===== src/rtl/dilv_pkg.sv =====
package dilv_pkg;
    localparam int DEF_SAMPLE_W = 16;
    localparam int DEF_NUM_CH   = 10;
    localparam int MIN_NUM_CH   = 3;
    localparam int MAX_NUM_CH   = 15;
endpackage


===== src/rtl/dilv_slot_counter.sv =====
module dilv_slot_counter #(
    parameter int NUM_CH = dilv_pkg::DEF_NUM_CH,
    localparam int SLOT_W = $clog2(NUM_CH)
) (
    input  logic              clk,
    input  logic              rst_n,
    input  logic              step_i,
    output logic [SLOT_W-1:0] slot_o,
    output logic              last_o
);
    localparam logic [SLOT_W-1:0] LAST_SLOT = SLOT_W'(NUM_CH - 1);

    typedef struct packed {
        logic [SLOT_W-1:0] slot;
    } cnt_t;

    cnt_t cnt_d, cnt_q;

    always_comb begin
        cnt_d = cnt_q;
        if (step_i) begin
            if (cnt_q.slot == LAST_SLOT) cnt_d.slot = '0;
            else                         cnt_d.slot = cnt_q.slot + 1'b1;
        end
    end

    always_ff @(posedge clk or negedge rst_n) begin
        if (!rst_n) cnt_q <= '0;
        else        cnt_q <= cnt_d;
    end

    assign slot_o = cnt_q.slot;
    assign last_o = (cnt_q.slot == LAST_SLOT);

    AST_SLOT_IN_RANGE: assert property (@(posedge clk) disable iff (!rst_n)
        slot_o <= LAST_SLOT);
    AST_SLOT_IDLE_HOLD: assert property (@(posedge clk) disable iff (!rst_n)
        !step_i |=> $stable(slot_o));
    AST_SLOT_WRAP: assert property (@(posedge clk) disable iff (!rst_n)
        (step_i && last_o) |=> (slot_o == '0));
endmodule


===== src/rtl/dilv_shadow_bank.sv =====
module dilv_shadow_bank #(
    parameter int NUM_CH   = dilv_pkg::DEF_NUM_CH,
    parameter int SAMPLE_W = dilv_pkg::DEF_SAMPLE_W,
    localparam int SLOT_W  = $clog2(NUM_CH),
    localparam int HELD    = NUM_CH - 1
) (
    input  logic                     clk,
    input  logic                     rst_n,
    input  logic                     wr_en_i,
    input  logic [SLOT_W-1:0]        slot_i,
    input  logic [SAMPLE_W-1:0]      data_i,
    output logic [HELD*SAMPLE_W-1:0] bank_o
);
    typedef struct packed {
        logic [HELD-1:0][SAMPLE_W-1:0] word;
    } bank_t;

    bank_t bank_d, bank_q;

    always_comb begin
        bank_d = bank_q;
        for (int i = 0; i < HELD; i++) begin
            if (wr_en_i && (slot_i == SLOT_W'(i))) bank_d.word[i] = data_i;
        end
    end

    always_ff @(posedge clk or negedge rst_n) begin
        if (!rst_n) bank_q <= '0;
        else        bank_q <= bank_d;
    end

    assign bank_o = bank_q.word;

    AST_SHADOW_IDLE_HOLD: assert property (@(posedge clk) disable iff (!rst_n)
        !wr_en_i |=> $stable(bank_o));
endmodule


===== src/rtl/dilv_frame_reg.sv =====
module dilv_frame_reg #(
    parameter int NUM_CH   = dilv_pkg::DEF_NUM_CH,
    parameter int SAMPLE_W = dilv_pkg::DEF_SAMPLE_W,
    localparam int HELD    = NUM_CH - 1
) (
    input  logic                       clk,
    input  logic                       rst_n,
    input  logic                       load_i,
    input  logic [HELD*SAMPLE_W-1:0]   bank_i,
    input  logic [SAMPLE_W-1:0]        tail_i,
    output logic [NUM_CH*SAMPLE_W-1:0] frame_o,
    output logic                       valid_o
);
    typedef struct packed {
        logic [NUM_CH*SAMPLE_W-1:0] frame;
        logic                       valid;
    } out_t;

    out_t out_d, out_q;

    always_comb begin
        out_d       = out_q;
        out_d.valid = load_i;
        if (load_i) out_d.frame = {tail_i, bank_i};
    end

    always_ff @(posedge clk or negedge rst_n) begin
        if (!rst_n) out_q <= '0;
        else        out_q <= out_d;
    end

    assign frame_o = out_q.frame;
    assign valid_o = out_q.valid;
endmodule


===== src/rtl/chan_deinterleave.sv =====
module chan_deinterleave #(
    parameter int NUM_CH   = dilv_pkg::DEF_NUM_CH,
    parameter int SAMPLE_W = dilv_pkg::DEF_SAMPLE_W,
    localparam int SLOT_W  = $clog2(NUM_CH)
) (
    input  logic                       clk,
    input  logic                       rst_n,
    input  logic [SAMPLE_W-1:0]        in_data,
    input  logic                       in_valid,
    output logic [NUM_CH*SAMPLE_W-1:0] frame_data,
    output logic                       frame_valid
);
    logic [SLOT_W-1:0]              slot;
    logic                           at_last;
    logic [(NUM_CH-1)*SAMPLE_W-1:0] bank;
    logic                           load;

    assign load = in_valid && at_last;

    dilv_slot_counter #(.NUM_CH(NUM_CH)) u_count (
        .clk    (clk),
        .rst_n  (rst_n),
        .step_i (in_valid),
        .slot_o (slot),
        .last_o (at_last)
    );

    dilv_shadow_bank #(.NUM_CH(NUM_CH), .SAMPLE_W(SAMPLE_W)) u_bank (
        .clk     (clk),
        .rst_n   (rst_n),
        .wr_en_i (in_valid),
        .slot_i  (slot),
        .data_i  (in_data),
        .bank_o  (bank)
    );

    dilv_frame_reg #(.NUM_CH(NUM_CH), .SAMPLE_W(SAMPLE_W)) u_out (
        .clk     (clk),
        .rst_n   (rst_n),
        .load_i  (load),
        .bank_i  (bank),
        .tail_i  (in_data),
        .frame_o (frame_data),
        .valid_o (frame_valid)
    );

    AST_PULSE_CAUSE: assert property (@(posedge clk) disable iff (!rst_n)
        frame_valid |-> $past(in_valid && at_last));
    AST_PULSE_SINGLE: assert property (@(posedge clk) disable iff (!rst_n)
        frame_valid |=> !frame_valid);
    AST_LANES_HOLD: assert property (@(posedge clk) disable iff (!rst_n)
        !frame_valid |-> $stable(frame_data));
    AST_TAIL_LANE: assert property (@(posedge clk) disable iff (!rst_n)
        frame_valid |-> (frame_data[NUM_CH*SAMPLE_W-1 -: SAMPLE_W] == $past(in_data)));
endmodule


===== config.mk =====
export PLATFORM = sky130hd
export DESIGN_NAME = chan_deinterleave
export DESIGN_NICKNAME = d
export VERILOG_FILES = /design/src/rtl/dilv_pkg.sv /design/src/rtl/dilv_slot_counter.sv /design/src/rtl/dilv_shadow_bank.sv /design/src/rtl/dilv_frame_reg.sv /design/src/rtl/chan_deinterleave.sv
export SDC_FILE = /design/constraint.sdc
export NUM_CORES = 1
export LEC_CHECK = 0
export BUFFER_PORTS_ARGS = -buffer_cell sky130_fd_sc_hd__buf_2
export CAP_MARGIN = 5
export CORE_MARGIN = 2
export CORE_UTILIZATION = 55
export CTS_BUF_LIST = sky130_fd_sc_hd__clkbuf_8
export CTS_CLUSTER_DIAMETER = 50
export DETAILED_ROUTE_END_ITERATION = 10
export PLACE_DENSITY = 0.78
export SYNTH_ARGS = -nofsm -noshare
export SYNTH_HDL_FRONTEND = slang
export SYNTH_SLANG_ARGS = --single-unit

===== constraint.sdc =====
create_clock -name clk -period 2.3 [get_ports clk]
set_input_delay 0.46 -clock clk [delete_from_list [all_inputs] [get_ports clk]]
set_output_delay 0.46 -clock clk [all_outputs]
set_load 0.05 [all_outputs]

==> qor.yml, run 1 <==
sta:
  timing.final.max_slew_violations: 0
  clock_tree_skew_after_final_layout_ns: 0.02555
  clock.fmax_mhz: 499.6
  final-setup-viol-count: 0
  min_period_ns: 2.002
  layout_worst_path_cycle_share_pct: 87.02
  rsz_0062_raised_after_global_routing: "no"
  tns_ns: 0
  max-slew-margin-rel_pct: 53.01
  finalHoldViolCount: 0
  worst_slew_pin_slew_ns: 0.7048
floorplanning:
  initial_cell_density_of_the_core_pct: 55.56
  io-pin-count: 180
  dieWidth_um: 149.3
  rows: 53
  core_um2: 20890
  chipHeight_um: 149.3
  die_area_um2: 22280
flow_run:
  cap_viol_max_count: 0
logic_synthesis:
  async_reset_ff_share_pct: 100.0
  synth-seq-cells: 309
  synth_flop_cell: "sky130_fd_sc_hd__dfrtp_1"
  synth_nets: 707
  synth-edff-count: 0
  count_of_cell_types_in_the_netlist: 22
  synthesis.area_um2: 11600
  synth.avg_cell_area_um2: 16.87
  ys_seq_area_share_pct: 66.63
  post_synth_inst_count: 688
  ys_warn_count: 0
clock_tree:
  cts-root-buf: "sky130_fd_sc_hd__clkbuf_8"
  clock_latency_ns: 0.55
  tritoncts: "built"
  cts.path.max_buffers: 3
  clock_sink_count: 309
  cts_htree_levels: 2
  tritoncts.num_buffers: 48
  cts.repair.resized: 0
  worst_setup_hold_path_clk_slew_ns: 0.06
placement:
  gpl_wtd_cong: 0.7476
  input_output_buffers: 179
  placement.cell_area_um2: 12800
  placed_cells_incl_taps: 1113
  detailed_place_hpwl_um: 15920
worst_setup_path:
  crit_path_start_kind: "flop"
  endpoint_kind: "flop"
  rr_endpoint: "u_out.frame_o[5]"
  critical_path_peak_fanout: 40
  reg2regPathDepth: 4
  r2r-start: "u_count.slot_o[0]"
  launch_point_of_the_critical_path: "u_count.slot_o[0]"
  crit_arrival_ns: 2.41
  reg2reg_setup_slack_ns: 0.30
  required_ns: 2.71
  setup.worst_path.class: "reg2reg"
final_layout:
  stdcell_count: 1193
  layout.cells.most_common: "sky130_fd_sc_hd__dfrtp_1"
  num_antenna_cells: 0
  multiInputGateArea_um2: 3617
  ff_latch_area_um2: 7732
  most_frequent_cells_in_the_layout: "sky130_fd_sc_hd__dfrtp_1, sky130_fd_sc_hd__mux2_2, sky130_fd_sc_hd__buf_2, sky130_fd_sc_hd__clkbuf_8, sky130_fd_sc_hd__inv_1"
  layout-drive-gt1-share_pct: 61.33
  layout.nets: 908
  area_growth_pct: 17.94
  filler_cell_count: 1490
  layout.cell_area.non_filler_um2: 13690
routing:
  vias: 6390
  detail-route-antenna-nets: 0
  wl_per_cell_um: 20.19
  dr.pass1.iters: 5
  viasPerCell: 5.356
  routed_wl_um: 24090
  drc_violations_left: 0
  drt-initial-drc-count: 335
hold_path:
  hold_path.startpoint: "in_valid"
  hold_class: "in2reg"
  hold_depth: 2
  holdPathEnd: "u_count.slot_o[0]"
global_routing:
  grt_pass1_wl_um: 37740
  global_route.usage.met2_pct: 37.30
  first_global_vias: 6853
  total_track_usage_pct: 21.95
  grt_overflow: 0
  most_crowded_layer_after_global_routing: "met2"
  grt_use_met1_pct: 28.37
  antenna_found_initial: 0
  grt_use_met3_pct: 4.495
  maximum_number_of_pins_on_one_net_before_global_route_repair: 73
run_status:
  run_status: "finished clean"
critical path, cell delays in order (launching register included):
cell	delay [ns]
sky130_fd_sc_hd__dfrtp_1	0.53
sky130_fd_sc_hd__nor2b_1	0.22
sky130_fd_sc_hd__and3_4	0.24
sky130_fd_sc_hd__buf_4	0.45
sky130_fd_sc_hd__mux2_2	0.40
synth_stat cells, types with 3 or more instances:
| master | n | area (µm²) |
|---|---|---|
| sky130_fd_sc_hd__nor2b_1 | 4 | 25.02 |
| sky130_fd_sc_hd__mux2_1 | 8 | 90.09 |
| sky130_fd_sc_hd__nor3b_2 | 3 | 37.54 |
| sky130_fd_sc_hd__nand2_1 | 5 | 18.77 |
| sky130_fd_sc_hd__mux2_2 | 296 | 3333 |
| sky130_fd_sc_hd__dfrtp_1 | 309 | 7732 |
| sky130_fd_sc_hd__buf_1 | 16 | 60.06 |
| sky130_fd_sc_hd__buf_4 | 12 | 90.09 |
| sky130_fd_sc_hd__buf_2 | 18 | 90.09 |
registers in the layout (all words and copies together) (netlist names):
| signal | flops |
|---|---|
| u_out.frame_o | 160 |
| u_bank.bank_o | 144 |
| u_count.slot_o | 4 |
| u_out.valid_o | 1 |
how the worst max path moves through the flow:
stage | slack, ns | end | depth (start not counted)
finish | 0.30 | u_out.frame_o[5] | 4
CTS | 0.29 | u_out.frame_o[5] | 4
floorplan | 0.46 | u_bank.bank_o[101] | 5
global route | 0.19 | u_out.frame_o[5] | 4
detailed placement | 0.33 | u_out.frame_o[5] | 4
global placement | 0.42 | u_bank.bank_o[75] | 4
metal layers:
layer,wire (µm),up-vias
met2,12070,179
met3,1195,58
met5,0,-
li1,-,2820
met4,713,0
met1,10100,3333
cell families after synthesis:
kind of cell	share of synthesized area (%)
DFF	66.63
xor gates and xnor gates	0.1510
muxes	29.50
buffers and inverters	2.264
AOI/OAI and AO/OA	0.1510
and+or+nand+nor	1.305
through the flow:
step / hold WS [ns] / utilization, % / setup slack (ns)
after floorplan: 0.1644 / - / 0.4612
after global placement: 0.4305 / 61.30 / 0.4153
after detailed placement: 0.4348 / 61.30 / 0.3269
after CTS: 0.1903 / 65.52 / 0.2906
after global routing: 0.2246 / 65.52 / 0.1879
final: 0.2256 / 65.52 / 0.2984
timing repair:
action                    CTS  global route
hold endpoints to repair   51             0
hold buffers                1             0
setup buffers               0             0
area by class of cell:
| cell class | instances | share of cell area [%] |
|---|---|---|
| Sequential cell | 309 | 56.50 |
| Multi-Input combinational cell | 331 | 26.43 |
| Clock inverter | 22 | 0.6399 |
| Tap cell | 275 | 2.514 |
| Timing Repair Buffer | 199 | 8.191 |
| Clock buffer | 57 | 5.732 |
Power of run 1 is not shown: default switching activity piles up to over one toggle a cycle in this logic, so the estimate is an artifact.
==> inputs of run 2 (changes only) <==
Settings changed: CORE_UTILIZATION 55 to 45, CTS_BUF_LIST sky130_fd_sc_hd__clkbuf_8 to unset, PLACE_DENSITY 0.78 to 0.66.
==> run 2 against run 1 <==
Flip-flop and latch count did not move. Register-to-register slack improved by 0.06 ns. Critical endpoint is now u_out.frame_o[123]. Via count fell by 1.9%. Critical path type unchanged. Clock skew fell by 0.014 ns. Final area rose by 2.8%. Largest cell class unchanged.
==> qor.yml, run 2 (same netlist as run 1, synthesis figures left out) <==
final_layout:
  most_frequent_cells_in_the_layout: "sky130_fd_sc_hd__dfrtp_1, sky130_fd_sc_hd__mux2_2, sky130_fd_sc_hd__buf_2, sky130_fd_sc_hd__clkbuf_16, sky130_fd_sc_hd__buf_4"  # was sky130_fd_sc_hd__dfrtp_1, sky130_fd_sc_hd__mux2_2, sky130_fd_sc_hd__buf_2, sky130_fd_sc_hd__clkbuf_8, sky130_fd_sc_hd__inv_1
  layout-drive-gt1-share_pct: 61.86  # was 61.33%
  layout.cells.most_common: "sky130_fd_sc_hd__dfrtp_1"  # unchanged
  num_antenna_cells: 0  # unchanged
  largest_reg_flops: 160  # unchanged
  filler_cell_count: 2087  # was 1490
  layout.nets: 898  # was 908
  area_growth_pct: 21.27  # was 17.94%
worst_setup_path:
  critical_path_buf_inv_count: 1  # unchanged
  crit_arrival_ns: 2.32  # was 2.41 ns
  reg2reg_setup_slack_ns: 0.36  # was 0.30 ns
  slowest_stage: "sky130_fd_sc_hd__dfrtp_1"  # unchanged
  rr_endpoint: "u_out.frame_o[123]"  # was u_out.frame_o[5]
  reg2regPathDepth: 4  # unchanged
  endpoint_kind: "flop"  # unchanged
  critical_path_peak_fanout: 81  # was 40
  r2r-start: "u_count.slot_o[2]"  # was u_count.slot_o[0]
  crit_path_start_kind: "flop"  # unchanged
  slowest_delay_ns: 0.45  # was 0.53 ns
  required_ns: 2.68  # was 2.71 ns
  setup.worst_path.class: "reg2reg"  # unchanged
  crit_path_cell_trace: "nor2b_1, and3_4, buf_12, mux2_2"  # was nor2b_1, and3_4, buf_4, mux2_2
  path_depth: 4  # unchanged
  worst_path_dominant_cell_family: "simple AND/OR/NAND/NOR gates"  # was flip-flops
hold_path:
  holdPathEnd: "u_count.slot_o[0]"  # unchanged
  hold_class: "in2reg"  # unchanged
  hold_depth: 2  # unchanged
  hold_path.startpoint: "in_valid"  # unchanged
global_routing:
  grt_overflow: 0  # unchanged
  antenna_found_initial: 1  # was 0
  first_global_vias: 6388  # was 6853
  maximum_number_of_pins_on_one_net_before_global_route_repair: 82  # was 73
  total_track_usage_pct: 18.11  # was 21.95%
  grt_pass1_wl_um: 37320  # was 37740 µm
clock_tree:
  cts.path.max_buffers: 3  # unchanged
  tritoncts: "built"  # unchanged
  clock_sink_count: 309  # unchanged
  postCtsHoldBufs: 1  # unchanged
  cts_htree_levels: 2  # unchanged
  worst_setup_hold_path_clk_slew_ns: 0.06  # about the same
  cts.repair.resized: 0  # unchanged
  tritoncts.num_buffers: 35  # was 48
  clock_latency_ns: 0.50  # was 0.55 ns
  cts-root-buf: "sky130_fd_sc_hd__clkbuf_16"  # was sky130_fd_sc_hd__clkbuf_8
  post_cts.repair.setup_buffers: 0  # unchanged
routing:
  wl_per_cell_um: 19.49  # was 20.19 µm
  viasPerCell: 5.088  # was 5.356
  drc_violations_left: 0  # unchanged
  vias: 6269  # was 6390
  detail-route-antenna-nets: 0  # unchanged
  drt-initial-drc-count: 296  # was 335
  routed_wl_um: 24010  # was 24090 µm
  dr.pass1.iters: 4  # was 5
sta:
  clock_tree_skew_after_final_layout_ns: 0.01157  # was 0.02555 ns
  finalHoldViolCount: 0  # unchanged
  worst_slew_pin_slew_ns: 0.5386  # was 0.7048 ns
  timing.final.ws_setup_ns: 0.3616  # was 0.2984 ns
  max-slew-margin-rel_pct: 63.90  # was 53.01%
  layout_worst_path_cycle_share_pct: 84.28  # was 87.02%
  timing.final.max_slew_violations: 0  # unchanged
  final-setup-viol-count: 0  # unchanged
  min_period_ns: 1.938  # was 2.002 ns
  tns_ns: 0  # unchanged
  rsz_0062_raised_after_global_routing: "no"  # unchanged
  clock.fmax_mhz: 515.9  # was 499.6 MHz
placement:
  detailed_place_hpwl_um: 15290  # was 15920 µm
  gpl_wtd_cong: 0.6970  # was 0.7476
  pre_cts_slack_ns: 0.3117  # was 0.3269 ns
  input_output_buffers: 179  # unchanged
floorplanning:
  die_area_um2: 27090  # was 22280 µm²
  rows: 58  # was 53
  core_um2: 25250  # was 20890 µm²
  initial_cell_density_of_the_core_pct: 45.95  # was 55.56%
  chipHeight_um: 164.6  # was 149.3 µm
  dieWidth_um: 164.6  # was 149.3 µm
  io-pin-count: 180  # unchanged
run_status:
  run_status: "finished clean"  # unchanged
pwr:
  p_leak_nw: 6.838
  power.density_cell_area_nw_per_um2: 1694
  vdd_drop_max_v: 0.0008793
flow_run:
  cap_viol_max_count: 0  # unchanged
## run 2: changes by cell type in the layout (fill, tap and decap cells not counted)
cell                         previous run  this run
sky130_fd_sc_hd__nor3b_4                0         1
sky130_fd_sc_hd__clkbuf_16              0        37
sky130_fd_sc_hd__buf_4                 14        15
sky130_fd_sc_hd__clkbuf_8              57         5
sky130_fd_sc_hd__bufinv_16              0         2
sky130_fd_sc_hd__nor3b_2                3         2
sky130_fd_sc_hd__inv_1                 18         0
sky130_fd_sc_hd__clkinv_2               4         5
sky130_fd_sc_hd__clkinvlp_4             0         4
sky130_fd_sc_hd__clkbuf_1               0         7
sky130_fd_sc_hd__buf_12                 5         7
## run 2: report_power, final
| group | internal, mW | switching (mW) | total [mW] |
|---|---|---|---|
| combinational | 3.12 | 6.11 | 9.24 |
| clock | 3.32 | 2.09 | 5.41 |
| sequential | 7.94 | 1.25 | 9.19 |
| total | 14.4 | 9.45 | 23.8 |
## run 2: area by class of cell
class	count	area, µm²	share of cell area, %
sequential	309	7732	54.94
multi-input combinational	331	3623	25.75
timing repair buffer	202	1169	8.304
clock buffer	49	1021	7.255
tap	330	412.9	2.934
clock inverter	11	115.1	0.8179
## run 2: metal layers
layer / share of wire, % / GRT usage [%] / up-vias
met5: 0.054 / 0 / -
met4: 1.7 / 5.059 / 2
met3: 4.2 / 3.365 / 36
met2: 49 / 29.78 / 125
met1: 45 / 24.81 / 3299
li1: - / - / 2807
## run 2: worst max-delay path by stage
stage / start / end / slack (ns)
after floorplan: in_valid / u_bank.bank_o[101] / 0.46
after global placement: u_count.slot_o[1] / u_out.frame_o[153] / 0.36
after detailed placement: in_valid / u_bank.bank_o[45] / 0.31
after CTS: u_count.slot_o[2] / u_out.frame_o[150] / 0.37
after global routing: u_count.slot_o[1] / u_out.frame_o[120] / 0.23
final: u_count.slot_o[2] / u_out.frame_o[123] / 0.36
## run 2: worst register-to-register path: stages (launching register included)
cell and delay (ns):
sky130_fd_sc_hd__dfrtp_1 0.45, sky130_fd_sc_hd__nor2b_1 0.26, sky130_fd_sc_hd__and3_4 0.27, sky130_fd_sc_hd__buf_12 0.37
sky130_fd_sc_hd__mux2_2 0.47
## run 2: through the flow
| stage | utilization, % | cells | hold slack [ns] | power [mW] | cell area [µm²] |
|---|---|---|---|---|---|
| after floorplan | - | 688 | 0.1644 | 16.26 | 11600 |
| after global placement | 51.19 | 1171 | 0.3848 | 18.41 | 12930 |
| after detailed placement | 51.19 | 1171 | 0.3877 | 18.64 | 12930 |
| after CTS | 55.73 | 1232 | 0.2216 | 24.14 | 14070 |
| after global routing | 55.73 | 1232 | 0.2388 | 25.04 | 14070 |
| final | 55.73 | 1232 | 0.2448 | 23.84 | 14070 |
Power figures use the tool's default switching activity.
==> inputs of run 3 (changes only) <==
Settings changed: ABC_AREA set to 1, PLACE_DENSITY 0.66 to 0.68.
Clock period 2.3 ns to 1.7 ns, I/O delays scaled along.
==> run 3 against run 2 <==
Global-route usage is 4.3 points higher. Setup slack lost 0.21 ns. Sequential power up 37%. First-iteration DRC count increased to 2.8 times the previous value. Worst hold slack lost 0.098 ns. Clock power grew 37%. Routed wire length increased by 22%. Final area down 0.41%. Register-to-register slack got worse by 0.21 ns. Synthesized area down 0.98%. Critical path depth grew 2. Die area down 0.96%. Highest routed layer is now met4.
==> qor.yml, run 3 <==
worst_setup_path:
  required_ns: 2.08  # was 2.68 ns
  setup.worst_path.class: "reg2reg"  # unchanged
  critical_path_peak_fanout: 28  # was 81
  cpMostUsedCell: "sky130_fd_sc_hd__nand2_1"
  endpoint_kind: "flop"  # unchanged
  crit_arrival_ns: 1.93  # was 2.32 ns
  rr_endpoint: "u_out.frame_o[117]"  # was u_out.frame_o[123]
  reg2regPathDepth: 6  # was 4
  critical_path_buf_inv_count: 2  # was 1
  r2r-start: "u_count.slot_o[0]"  # was u_count.slot_o[2]
  crit_path_cell_trace: "inv_1, nor2_1, nand3_4, buf_4, nand2_1, nand2_1"  # was nor2b_1, and3_4, buf_12, mux2_2
  crit_path_start_kind: "flop"  # unchanged
  worst_path_dominant_cell_family: "simple AND/OR/NAND/NOR gates"  # unchanged
  slowest_delay_ns: 0.43  # was 0.45 ns
  slowest_stage: "sky130_fd_sc_hd__dfrtp_1"  # unchanged
  reg2reg_setup_slack_ns: 0.15  # was 0.36 ns
pwr:
  total_power_mw: 31.82  # was 23.84 mW
  clock_power_share_pct: 23.2  # was 22.7%
  net-switching-power_mw: 14.03  # was 9.455 mW
  vdd_drop_max_v: 0.001378  # was 0.0008793 V
  internal_power_mw: 17.79  # was 14.38 mW
  p_leak_nw: 7.876  # was 6.838 nW
  power.combinational.fraction_pct: 37.2  # was 38.7%
  seq_power_share_pct: 39.5  # was 38.6%
  switching_share_pct: 44.08  # was 39.66%
  power.density_cell_area_nw_per_um2: 2270  # was 1694 nW/µm²
global_routing:
  grt_pass1_wl_um: 46380  # was 37320 µm
  first_global_vias: 8499  # was 6388
  maximum_number_of_pins_on_one_net_before_global_route_repair: 83  # was 82
  grt_overflow: 0  # unchanged
  antenna_found_initial: 2  # was 1
  total_track_usage_pct: 22.40  # was 18.11%
logic_synthesis:
  synth-edff-count: 0  # unchanged
  synth.avg_cell_area_um2: 9.215  # was 16.87 µm²
  synth_top_area_share_pct: 67.29  # was 66.63%
  async_reset_ff_share_pct: 100.0  # unchanged
  post_synth_inst_count: 1247  # was 688
  synth_flop_cell: "sky130_fd_sc_hd__dfrtp_1"  # unchanged
  synthesis.area_um2: 11490  # was 11600 µm²
  synth_nets: 1266  # was 707
  synth-seq-cells: 309  # unchanged
  ys_seq_area_share_pct: 67.29  # was 66.63%
  yosys.area.top_type: "sky130_fd_sc_hd__dfrtp_1"  # unchanged
  synth.area.top_cells: "sky130_fd_sc_hd__dfrtp_1, sky130_fd_sc_hd__nand2_1, sky130_fd_sc_hd__o21ai_0, sky130_fd_sc_hd__buf_2, sky130_fd_sc_hd__clkbuf_1"  # was sky130_fd_sc_hd__dfrtp_1, sky130_fd_sc_hd__mux2_2, sky130_fd_sc_hd__buf_2, sky130_fd_sc_hd__buf_4, sky130_fd_sc_hd__mux2_1
  ys_warn_count: 0  # unchanged
  synthTopCellsByCount: "sky130_fd_sc_hd__nand2_1, sky130_fd_sc_hd__dfrtp_1, sky130_fd_sc_hd__o21ai_0, sky130_fd_sc_hd__clkbuf_1, sky130_fd_sc_hd__buf_2"  # was sky130_fd_sc_hd__dfrtp_1, sky130_fd_sc_hd__mux2_2, sky130_fd_sc_hd__buf_2, sky130_fd_sc_hd__buf_1, sky130_fd_sc_hd__buf_4
  count_of_cell_types_in_the_netlist: 15  # was 22
  synth_most_common_cell: "sky130_fd_sc_hd__nand2_1"  # was sky130_fd_sc_hd__dfrtp_1
flow_run:
  cap_viol_max_count: 0  # unchanged
final_layout:
  layout.nets: 1450  # was 898
  most_frequent_cells_in_the_layout: "sky130_fd_sc_hd__nand2_1, sky130_fd_sc_hd__dfrtp_1, sky130_fd_sc_hd__buf_2, sky130_fd_sc_hd__o21ai_0, sky130_fd_sc_hd__clkbuf_16"  # was sky130_fd_sc_hd__dfrtp_1, sky130_fd_sc_hd__mux2_2, sky130_fd_sc_hd__buf_2, sky130_fd_sc_hd__clkbuf_16, sky130_fd_sc_hd__buf_4
  largest_reg_flops: 160  # unchanged
  filler_cell_count: 2315  # was 2087
  layout-drive-gt1-share_pct: 18.29  # was 61.86%
  layout.cells.most_common: "sky130_fd_sc_hd__nand2_1"  # was sky130_fd_sc_hd__dfrtp_1
  layout.cell_area.non_filler_um2: 14020  # was 14070 µm²
  area_growth_pct: 21.97  # was 21.27%
sta:
  layout_worst_path_cycle_share_pct: 91.23  # was 84.28%
  clock.fmax_mhz: 644.8  # was 515.9 MHz
  max-slew-margin-rel_pct: 65.19  # was 63.90%
  final-setup-viol-count: 0  # unchanged
  finalHoldViolCount: 0  # unchanged
  min_period_ns: 1.551  # was 1.938 ns
  timing.final.max_slew_violations: 0  # unchanged
  tns_ns: 0  # unchanged
  worst_slew_pin_slew_ns: 0.5215  # was 0.5386 ns
  clock_tree_skew_after_final_layout_ns: 0.02003  # was 0.01157 ns
  rsz_0062_raised_after_global_routing: "no"  # unchanged
placement:
  placement.cell_area_um2: 12870  # was 12930 µm²
  detailed_place_hpwl_um: 19000  # was 15290 µm
  input_output_buffers: 179  # unchanged
  gpl_wtd_cong: 0.8416  # was 0.6970
routing:
  dr.pass1.iters: 5  # was 4
  viasPerCell: 4.954  # was 5.088
  drt-initial-drc-count: 815  # was 296
  detail-route-antenna-nets: 0  # unchanged
  wl_per_cell_um: 16.35  # was 19.49 µm
  vias: 8853  # was 6269
  routed_wl_um: 29220  # was 24010 µm
  drc_violations_left: 0  # unchanged
clock_tree:
  cts-root-buf: "sky130_fd_sc_hd__clkbuf_16"  # unchanged
  tritoncts: "built"  # unchanged
  clock_latency_ns: 0.51  # was 0.50 ns
  cts.repair.resized: 0  # unchanged
  tritoncts.num_buffers: 34  # was 35
  worst_setup_hold_path_clk_slew_ns: 0.06  # about the same
  cts_htree_levels: 2  # unchanged
  cts.path.max_buffers: 3  # unchanged
  clock_sink_count: 309  # unchanged
floorplanning:
  core_um2: 25110  # was 25250 µm²
  die_area_um2: 26830  # was 27090 µm²
  io-pin-count: 180  # unchanged
  chipHeight_um: 163.8  # was 164.6 µm
  initial_cell_density_of_the_core_pct: 45.76  # was 45.95%
  rows: 58  # unchanged
  dieWidth_um: 163.8  # was 164.6 µm
hold_path:
  hold_depth: 3  # was 2
  hold_path.startpoint: "in_data[1]"  # was in_valid
  hold_class: "in2reg"  # unchanged
  holdPathEnd: "u_bank.bank_o[33]"  # was u_count.slot_o[0]
run_status:
  run_status: "finished clean"  # unchanged
[run 3: changes by cell type after synthesis, sizes merged, moves of 3 or more]
| cell | change |
|---|---|
| nor2 | +12 |
| nor3b | -3 |
| nor2b | -4 |
| nand2 | +713 |
| buf | -17 |
| clkbuf | +31 |
| nand4 | +16 |
| o21ai | +97 |
| mux2 | -304 |
| inv | +22 |
| nand3 | +4 |
[run 3: timing repair]
| item | in CTS | in global routing |
|---|---|---|
| endpoints found under the hold margin | 33 | 0 |
| hold buffers | 1 | 0 |
| buffers inserted | 0 | 0 |
[run 3: area by class of cell]
class	count	area (µm²)	area share (%)
Timing Repair Buffer	210	1241	8.856
Clock inverter	13	177.7	1.268
Multi-Input combinational cell	854	3415	24.36
Tap cell	330	412.9	2.946
Sequential cell	309	7732	55.17
Clock buffer	46	947.2	6.758
Inverter	22	82.58	0.5892
Antenna cell	3	7.507	0.05356
[run 3: tightest hold or removal path: cells and delay by family]
family	cells	cell delay (ns)
buffers and inverters	1	0.15
and+or+nand+nor	2	0.11
[run 3: kinds of logic (layout without fill, tap and decap cells)]
family,Yosys count,count (layout),share of synthesized area (%)
compound gates,99,99,4.312
other cells,0,3,0
buf+inv,84,291,3.103
simple gates,754,754,25.22
xor+xnor,1,1,0.07623
flops,309,309,67.29
[run 3: layer usage]
| layer | wire length [µm] | track usage (%) | part of all wire, % | up-vias |
|---|---|---|---|---|
| met1 | 13090 | 32.72 | 45 | 4262 |
| met3 | 2178 | 4.242 | 7.5 | 56 |
| li1 | - | - | - | 4237 |
| met4 | 772 | 7.496 | 2.6 | 0 |
| met5 | 0 | 0 | 0 | - |
| met2 | 13180 | 33.90 | 45 | 298 |
[run 3: worst max-delay path by stage]
stage | startpoint | end | slack [ns] | depth (start not counted)
6_report | u_count.slot_o[0] | u_out.frame_o[117] | 0.15 | 6
5_1_grt | u_count.slot_o[0] | u_out.frame_o[82] | 0.05 | 6
4_1_cts | u_out.frame_o[79] | frame_data[79] | 0.15 | 1
3_5_place_dp | in_valid | u_out.frame_o[123] | 0.17 | 6
3_3_place_gp | in_valid | u_out.frame_o[123] | 0.22 | 6
2_1_floorplan | u_count.slot_o[0] | u_bank.bank_o[128] | 0.34 | 5
[run 3: stage by stage]
| stage | utilization (%) | instances | setup slack (ns) | hold slack [ns] |
|---|---|---|---|---|
| floorplan | - | 1247 | 0.3418 | 0.04441 |
| global placement | 51.27 | 1724 | 0.2179 | 0.2612 |
| detailed placement | 51.27 | 1724 | 0.1711 | 0.2597 |
| CTS | 55.79 | 1784 | 0.1459 | 0.1274 |
| global route | 55.80 | 1785 | 0.04656 | 0.1464 |
| finish | 55.82 | 1787 | 0.1490 | 0.1468 |
[run 3: power groups by stage]
| stage | clock, mW | combinational [mW] | sequential, mW |
|---|---|---|---|
| final | 7.39 | 11.9 | 12.6 |
| after global routing | 7.82 | 12.8 | 12.9 |
| after CTS | 7.51 | 12.0 | 12.6 |
| after detailed placement | 0 | 12.0 | 12.6 |
| after global placement | 0 | 11.7 | 12.6 |
| after floorplan | 0 | 3.13 | 18.0 |
